==> src/rtl/uart_remap_pkg.sv <==
// Package: shared address map and remap-control bit positions for the
// UART register remapping slice. Assumes a 3-bit register address.
package uart_remap_pkg;
    localparam int ADDR_W = 3;

    localparam logic [ADDR_W-1:0] A_IER = 3'd1;  // interrupt enable / extended status
    localparam logic [ADDR_W-1:0] A_LCR = 3'd3;  // line control / transmit level
    localparam logic [ADDR_W-1:0] A_MCR = 3'd4;  // modem control / receive level
    localparam logic [ADDR_W-1:0] A_LSR = 3'd5;  // line status / indexed data
    localparam logic [ADDR_W-1:0] A_IDX = 3'd7;  // index register

    localparam int CTL_IDX_RD = 6;  // remap-control bit: indexed reads at A_LSR
    localparam int CTL_EXT    = 7;  // remap-control bit: extended status map
endpackage

==> src/rtl/urr_regs.sv <==
// urr_regs: write decode and storage for the stored registers.
// Holds interrupt enable, line control, modem control, extended status,
// index and the local remap-control register (indexed location CTL_IDX).
// Writes to other indexes are forwarded combinationally to an external file.
// Assumes DATA_W >= 8 so that both remap-control bits exist.
module urr_regs
    import uart_remap_pkg::*;
#(
    parameter int DATA_W  = 8,
    parameter int IDX_W   = 8,
    parameter int CTL_IDX = 0
) (
    input  logic              clk,
    input  logic              rst_n,
    input  logic              wr,
    input  logic [ADDR_W-1:0] addr,
    input  logic [DATA_W-1:0] wdata,
    output logic [DATA_W-1:0] ier,
    output logic [DATA_W-1:0] lcr,
    output logic [DATA_W-1:0] mcr,
    output logic [DATA_W-1:0] asr,
    output logic [IDX_W-1:0]  idx,
    output logic [DATA_W-1:0] ctl,
    output logic              icr_wr,
    output logic [DATA_W-1:0] icr_wdata
);
    localparam logic [IDX_W-1:0] CTL_AT = IDX_W'(CTL_IDX);

    logic ext_map;
    logic idx_is_ctl;
    logic wr_ier, wr_asr, wr_lcr, wr_mcr, wr_idx, wr_ctl;

    // Decode which register a write strobe targets under the current map.
    always_comb begin
        ext_map    = ctl[CTL_EXT];
        idx_is_ctl = (idx == CTL_AT);
        wr_ier     = wr && (addr == A_IER) && !ext_map;
        wr_asr     = wr && (addr == A_IER) &&  ext_map;
        wr_lcr     = wr && (addr == A_LCR);
        wr_mcr     = wr && (addr == A_MCR);
        wr_idx     = wr && (addr == A_IDX);
        wr_ctl     = wr && (addr == A_LSR) &&  idx_is_ctl;
        icr_wr     = wr && (addr == A_LSR) && !idx_is_ctl;
        icr_wdata  = wdata;
    end

    // Update the stored registers on their decoded write strobes.
    always_ff @(posedge clk) begin
        if (!rst_n) begin
            ier <= '0;
            lcr <= '0;
            mcr <= '0;
            asr <= '0;
            idx <= '0;
            ctl <= '0;
        end else begin
            if (wr_ier) ier <= wdata;
            if (wr_asr) asr <= wdata;
            if (wr_lcr) lcr <= wdata;
            if (wr_mcr) mcr <= wdata;
            if (wr_idx) idx <= wdata[IDX_W-1:0];
            if (wr_ctl) ctl <= wdata;
        end
    end

    // extended map protects interrupt enable from writes at A_IER.
    a_r5_ier_hold: assert property (@(posedge clk) disable iff (!rst_n)
        (wr && addr == A_IER && ctl[CTL_EXT]) |=> (ier == $past(ier)));

    // normal map keeps extended status out of reach of writes.
    a_r6_asr_hold: assert property (@(posedge clk) disable iff (!rst_n)
        (wr && addr == A_IER && !ctl[CTL_EXT]) |=> (asr == $past(asr)));

    // a forwarded indexed write never alters the local remap control.
    a_r9_ctl_hold: assert property (@(posedge clk) disable iff (!rst_n)
        icr_wr |=> (ctl == $past(ctl)));
endmodule

==> src/rtl/urr_rdmux.sv <==
// urr_rdmux: combinational read decode. Selects the value a read at addr
// returns under the current remap-control bits. Levels are zero-extended.
// Assumes LVL_W <= DATA_W and IDX_W <= DATA_W.
module urr_rdmux
    import uart_remap_pkg::*;
#(
    parameter int DATA_W  = 8,
    parameter int LVL_W   = 8,
    parameter int IDX_W   = 8,
    parameter int CTL_IDX = 0
) (
    input  logic [ADDR_W-1:0] addr,
    input  logic [DATA_W-1:0] ctl,
    input  logic [DATA_W-1:0] ier,
    input  logic [DATA_W-1:0] lcr,
    input  logic [DATA_W-1:0] mcr,
    input  logic [DATA_W-1:0] asr,
    input  logic [IDX_W-1:0]  idx,
    input  logic [DATA_W-1:0] line_status,
    input  logic [LVL_W-1:0]  tx_level,
    input  logic [LVL_W-1:0]  rx_level,
    input  logic [DATA_W-1:0] icr_rdata,
    output logic [DATA_W-1:0] rd_val
);
    localparam logic [IDX_W-1:0] CTL_AT = IDX_W'(CTL_IDX);

    logic [DATA_W-1:0] tx_ext, rx_ext, idx_ext, indexed_val;

    // Widen levels and index to the bus width.
    always_comb begin
        tx_ext  = DATA_W'(tx_level);
        rx_ext  = DATA_W'(rx_level);
        idx_ext = DATA_W'(idx);
    end

    // Pick the indexed location: local remap control or the external file.
    always_comb begin
        indexed_val = (idx == CTL_AT) ? ctl : icr_rdata;
    end

    // Address decode for reads under the two remap controls.
    always_comb begin
        case (addr)
            A_IER:   rd_val = ctl[CTL_EXT]    ? asr         : ier;
            A_LCR:   rd_val = ctl[CTL_EXT]    ? tx_ext      : lcr;
            A_MCR:   rd_val = ctl[CTL_EXT]    ? rx_ext      : mcr;
            A_LSR:   rd_val = ctl[CTL_IDX_RD] ? indexed_val : line_status;
            A_IDX:   rd_val = idx_ext;
            default: rd_val = '0;
        endcase
    end
endmodule

==> src/rtl/uart_remap_regs.sv <==
// uart_remap_regs: top of the UART register remapping slice. Joins the
// write-side register storage with the read decode and registers the read
// data on each read strobe. Assumes one bus access per cycle at most,
// with read and write strobes allowed together at the same address.
module uart_remap_regs
    import uart_remap_pkg::*;
#(
    parameter int DATA_W  = 8,
    parameter int LVL_W   = 8,
    parameter int IDX_W   = 8,
    parameter int CTL_IDX = 0
) (
    input  logic              clk,
    input  logic              rst_n,
    input  logic [2:0]        bus_addr,
    input  logic [DATA_W-1:0] bus_wdata,
    input  logic              bus_wr,
    input  logic              bus_rd,
    output logic [DATA_W-1:0] bus_rdata,
    input  logic [DATA_W-1:0] line_status,
    input  logic [LVL_W-1:0]  tx_level,
    input  logic [LVL_W-1:0]  rx_level,
    input  logic [DATA_W-1:0] icr_rdata,
    output logic [IDX_W-1:0]  icr_index,
    output logic              icr_wr,
    output logic [DATA_W-1:0] icr_wdata,
    output logic [DATA_W-1:0] ier_q,
    output logic [DATA_W-1:0] lcr_q,
    output logic [DATA_W-1:0] mcr_q,
    output logic [DATA_W-1:0] asr_q,
    output logic [DATA_W-1:0] remap_ctl
);
    logic [DATA_W-1:0] rd_val;

    urr_regs #(
        .DATA_W (DATA_W),
        .IDX_W  (IDX_W),
        .CTL_IDX(CTL_IDX)
    ) u_regs (
        .clk      (clk),
        .rst_n    (rst_n),
        .wr       (bus_wr),
        .addr     (bus_addr),
        .wdata    (bus_wdata),
        .ier      (ier_q),
        .lcr      (lcr_q),
        .mcr      (mcr_q),
        .asr      (asr_q),
        .idx      (icr_index),
        .ctl      (remap_ctl),
        .icr_wr   (icr_wr),
        .icr_wdata(icr_wdata)
    );

    urr_rdmux #(
        .DATA_W (DATA_W),
        .LVL_W  (LVL_W),
        .IDX_W  (IDX_W),
        .CTL_IDX(CTL_IDX)
    ) u_rdmux (
        .addr       (bus_addr),
        .ctl        (remap_ctl),
        .ier        (ier_q),
        .lcr        (lcr_q),
        .mcr        (mcr_q),
        .asr        (asr_q),
        .idx        (icr_index),
        .line_status(line_status),
        .tx_level   (tx_level),
        .rx_level   (rx_level),
        .icr_rdata  (icr_rdata),
        .rd_val     (rd_val)
    );

    // Capture the decoded read value on each read strobe; hold otherwise.
    always_ff @(posedge clk) begin
        if (!rst_n)      bus_rdata <= '0;
        else if (bus_rd) bus_rdata <= rd_val;
    end

    // read data only moves on a read strobe.
    a_r2_rdata_hold: assert property (@(posedge clk) disable iff (!rst_n)
        !bus_rd |=> $stable(bus_rdata));

    // line status path when indexed reads are off.
    a_r7_lsr_path: assert property (@(posedge clk) disable iff (!rst_n)
        (bus_rd && bus_addr == A_LSR && !remap_ctl[CTL_IDX_RD])
        |=> (bus_rdata == $past(line_status)));

    // transmit level appears at the line-control address in extended map.
    a_r4_tx_level: assert property (@(posedge clk) disable iff (!rst_n)
        (bus_rd && bus_addr == A_LCR && remap_ctl[CTL_EXT])
        |=> (bus_rdata == DATA_W'($past(tx_level))));
endmodule

==> config.mk <==
export PLATFORM = sky130hd
export DESIGN_NAME = uart_remap_regs
export DESIGN_NICKNAME = d
export VERILOG_FILES = /design/src/rtl/uart_remap_pkg.sv /design/src/rtl/urr_regs.sv /design/src/rtl/urr_rdmux.sv /design/src/rtl/uart_remap_regs.sv
export SDC_FILE = /design/constraint.sdc
export NUM_CORES = 1
export LEC_CHECK = 0
export BUFFER_PORTS_ARGS = -buffer_cell sky130_fd_sc_hd__buf_2
export CORE_AREA = 2 2 72 87
export DETAILED_ROUTE_END_ITERATION = 16
export DIE_AREA = 0 0 74 89
export GPL_ROUTABILITY_DRIVEN = 0
export PLACE_DENSITY_LB_ADDON = 0.12
export SYNTH_ARGS = -nofsm -noshare
export SYNTH_HDL_FRONTEND = slang
export SYNTH_SLANG_ARGS = --single-unit
==> constraint.sdc <==
create_clock -name clk -period 3.5 [get_ports clk]
set_clock_uncertainty 0.2 [all_clocks]
set_input_delay 0.7 -clock clk [delete_from_list [all_inputs] [get_ports clk]]
set_output_delay 0.7 -clock clk [all_outputs]
set_load 0.02 [all_outputs]
* After elaboration in Yosys (flattened, before gate mapping)
Cells that the tools add are included.
Storage, ports and cells: logic and storage cells 30, input bits 47, register bits after elaboration 56, output and inout bits 65
Cells by class: multiplexer cells 6, reduce and logical (&&, ||, !) cells 12, equal/unequal tests 5
Operator list (number):
- 8-bit 2-to-1 mux | 5
- 8-bit case mux with 5 select lines | 1
- 3-bit equality test (second input constant) | 3
- 1-bit logical AND | 9
- 8-bit logical NOT | 1
- 3-bit by 1-bit equality test with 1-bit output (second input constant) | 1
- 3-bit by 2-bit equality test with 1-bit output (second input constant) | 1
- 1-bit logical NOT | 2

* Longest topological paths before layout
depth in word-level cells 4, depth in mapped cells 7, mapped depth without buffers 4

* Modules after synthesis
From an unflattened synthesis, not the netlist that was laid out.
Unflattened totals: cell total of the unflattened synthesis 360, area total of the unflattened synthesis 2959.1 um^2
By module, submodules not included:
- urr_regs | sequential area each 960.9 um^2, cells an instance 223, area an instance 1899.3 um^2, times used 1
- urr_rdmux | sequential area each 0.0 um^2, cells an instance 112, area an instance 758.2 um^2, times used 1
- uart_remap_regs | sequential area each 160.2 um^2, cells an instance 25, area an instance 301.5 um^2, times used 1

* Least setup slack after synthesis
No wires, ideal clock.
kind input-to-output, start point in bus_addr[1], end point out icr_wr, required time 2.600 ns, path slack 0.816 ns, stages 3, arrival 1.784 ns, cells stage by stage clkbuf_1 nand3b_1 a211oi_1
On the way: cells in the longest elaborated chain, start to end 3
Ends and longest elaborated chain:
- from (decl) | line uart_remap_regs.sv:15 | input logic [2:0] bus_addr,
- 3-bit equality test | line urr_regs.sv:43 | icr_wr = wr && (addr == A_LSR) && !idx_is_ctl;
- 1-bit logical AND (2 in a row) | line urr_regs.sv:43
- to (decl) | line uart_remap_regs.sv:25 | output logic icr_wr,
No other way between the ends.

* Worst setup path in the final report
Ends and elaborated chain as after synthesis.

==> summary.md <==
| Metric | Value |
|---|---|
| Outcome | complete, no violations |
| Wl on met1 | 4.01 mm |
| Post-route minimum period | 2.70 ns |
| Reg clk slew, reported paths | 0.10 ns |
| YS warnings | 0 |
| CTS tree | yes |
| DR iter-0 viols | around 260 |
| Placeable Area | 0.00567 mm2 |
| Die W | 74 um |
| Hold EP | u_regs.lcr[5] |
| Number of global-route vias before repair | around 2600 |
| Hold Fails Final Rpt | 0 |
| Final ANT Viol Nets | 0 |
| Reg-to-Reg End | u_regs.ctl[0] |
| Hold_buf cts | 0 |
| Skew-Pair Late Insertion Delay | 0.31 ns |
| Crit path max-delay family | buffers and inverters |
| Total global-route track usage | a little over a quarter |
| Final setup violation count | 0 |
| Reg area | 0.00112 mm2 |
| # diodes | 0 |
| CTS max path bufs | 2 |
| # rows | 30 |
| Actual slew at the worst max-slew pin | 0.925 ns |
| Arrival time worst endpoint | 1.80 ns |
| CP Capture Type | output pin |
| Post-CTS Setup Bufs | 0 |
| FF+latch count, synth | 56 |
| Unrepaired setup endpoints after global routing | no |
| TritonCTS Sinks | 56 |
| Global-route wire length before repair | roughly 13 mm |
| Worst VDD drop | 0.230 mV |
| IO Count | 112 |
| Slew headroom | between 30% and 40% |
| Max-Cap Viols | 0 |
| DR top layer | met4 |
| Crit-path max cell delay | roughly 0.4 ns |
| Port buffer count | ~110 |
| Drt drc | 0 |
| Fmax achieved | around 0.37 GHz |
| CTS Buf Count | 5 |
| Cell taking the most area after synthesis | dfxtp_1 |
| Worst setup SP type | primary input |
| Post-Route Utilization | 62.9% |
| Worst Hold Class | reg -> reg |
| DP HPWL | 6.58 mm |
| Leak pwr | 1.57 nW |
| # resized after CTS | 0 |
| Reg2Reg Depth | 4 |
| Layout filler cell count | around 500 |
| Power density over the cells | between 300 and 400 mW/mm2 |
| Largest net degree at the start of global routing | 57 |
| Setup TNS | 0 ns |
| Share of layout cells above drive strength 1 | 30.1% |
| Vias per cell | 5.63 |
| Mapped cell area | a little under 0.003 mm2 |
| CP Data Required Time | 2.60 ns |
| Final WS setup | around 0.80 ns |
| CTS H-tree lvls | 2 |
| Metal3 WL | 640 um |
| Syn Inst Count | 340 |
| Die area | 0.00659 mm2 |
| Post-synth EDFFs | 0 |
| Initial Util | between 50% and 60% |
| Clk root buf | clkbuf_8 |
| CP Cell Sequence | buf_2 > nand3b_1 > a211oi_1 > buf_2 |
| First-pass detailed-route iteration total | 5 |
| RR Startpoint | u_regs.idx[4] |
| Buffers & Inverters on Critical Path | 2 |
| Nets | 478 |
| Avg Cell Area, Syn | 8.67 um2 |
| CP Class | in -> out |
| Hold path depth | 2 |
| Mapped Nets | 387 |
| Multi-input logic area | 0.00167 mm2 |
| Count of cell types in the netlist | between 40 and 50 |
| Main synth FF type | dfxtp_1 |
| Worst-path fanout max | 19 |
| WL/cell | between 15 and 20 um |
| Slowest cell on the critical path | nand3b_1 |
| Die H | just under 90 um |
| WL met2 | 4.27 mm |
| Period utilization | 77.0% |
| Register-to-register path setup slack | 1.22 ns |
| Syn-to-layout area delta | 20.9% |
| Synth top area share | a little under two fifths |
| Post-synthesis sequential area ratio | approximately two fifths |
| Asr flop ratio synth | 0% |
| Largest cells by area after synthesis | dfxtp_1 (38%), mux2i_1 (12%), nor2b_1 (7.6%) |
| DP Worst Slack | 0.798 ns |
| Routed WL | approximately 9.1 mm |
| Crit path top cell by count | buf_2 |
| Via count | 2881 |
| Antenna violations before repair | 0 |
| GRT Residual Overflow | 0 |
| Hold path start | u_regs.lcr[5] |
| Final slew viol count | 0 |
[layer usage]
metal	GRT usage, %	vias up
li1	-	1387
met1	37.4	1346
met2	44.6	136
met3	3.38	12
met4	7.93	0
met5	0	-
[cells by family after synthesis]
logic type	synth area share [%]
flip-flops	38.0
AO/OA/AOI/OAI	20.7
buffers and inverters	5.48
AND/OR/NAND/NOR	22.4
multiplexers	13.4
[metrics by stage]
| stage | cells | hold WS [ns] | instance area [um2] | power [mW] |
|---|---|---|---|---|
| 3_3_place_gp | 504 | 0.263 | 3470 | 0.850 |
| 5_1_grt | 512 | 0.316 | 3560 | 1.26 |
| 4_1_cts | 512 | 0.286 | 3560 | 1.21 |
| 3_5_place_dp | 504 | 0.271 | 3470 | 0.852 |
| 6_report | 512 | 0.296 | 3560 | 1.21 |
| 2_1_floorplan | 340 | 0.348 | 2950 | 0.780 |
[placed cells by master (no fill, tap or decap), types with 4 or more instances in the layout]
cell type / n
buf_2: 111
dfxtp_1: 56
nand2_1: 53
nor2b_1: 36
mux2i_1: 35
a21boi_0: 20
o21ai_0: 15
nor2_1: 9
a21oi_1: 7
nor3_1: 6
nand3_1: 6
a311o_1: 6
clkbuf_8: 6
a31oi_1: 5
mux2_2: 4
a21boi_1: 4
[worst max path at each step]
stage                      startpoint     end  slack [ns]  cells past startpoint
after floorplan           bus_addr[1]  icr_wr        0.82                      3
after global placement    bus_addr[1]  icr_wr        0.78                      4
after detailed placement  bus_addr[1]  icr_wr        0.80                      4
after CTS                 bus_addr[1]  icr_wr        0.80                      4
after global routing      bus_addr[1]  icr_wr        0.67                      4
final                     bus_addr[1]  icr_wr        0.80                      4
[cell type report]
type                       count  area share [%]
multi-input combinational    252            46.7
inverter                       2           0.211
sequential                    56            31.4
clock buffer                   6            2.32
clock inverter                 2           0.281
timing repair buffer         114            16.2
tap                           80            2.81
[where the power goes]
group	total (mW)	switching, mW	internal [mW]
clock network	0.370	0.211	0.159
logic	0.181	0.111	0.0697
registers	0.659	0.0114	0.648
total	1.21	0.333	0.876
[synthesized netlist by cell type, types with 3 or more instances]
| cell type | number |
|---|---|
| buf_2 | 3 |
| a2111oi_0 | 3 |
| nor2_1 | 9 |
| a21oi_1 | 7 |
| a211oi_1 | 3 |
| nand2b_1 | 3 |
| mux2_2 | 4 |
| o21ai_0 | 15 |
| nor3_1 | 6 |
| clkbuf_1 | 17 |
| nand3b_1 | 3 |
| nand3_1 | 6 |
| nand2_1 | 53 |
| a21boi_1 | 4 |
| a21boi_0 | 20 |
| o22ai_1 | 3 |
| nor2b_1 | 36 |
| dfxtp_1 | 56 |
| a311o_1 | 6 |
| a31oi_1 | 5 |
| buf_4 | 8 |
| a22oi_1 | 3 |
| a221oi_1 | 3 |
| mux2i_1 | 35 |
[flip-flops by register name, summed over array words and instances, names as in the netlist]
| register | count |
|---|---|
| bus_rdata | 8 |
| u_regs.asr | 8 |
| u_regs.ctl | 8 |
| u_regs.idx | 8 |
| u_regs.ier | 8 |
| u_regs.lcr | 8 |
| u_regs.mcr | 8 |
[worst min-delay path, cell delays in order, from the launching register on]
cell and delay [ns]:
dfxtp_1 0.33, nand2_1 0.05, a21boi_0 0.07
(Power assumes the default switching activity.)
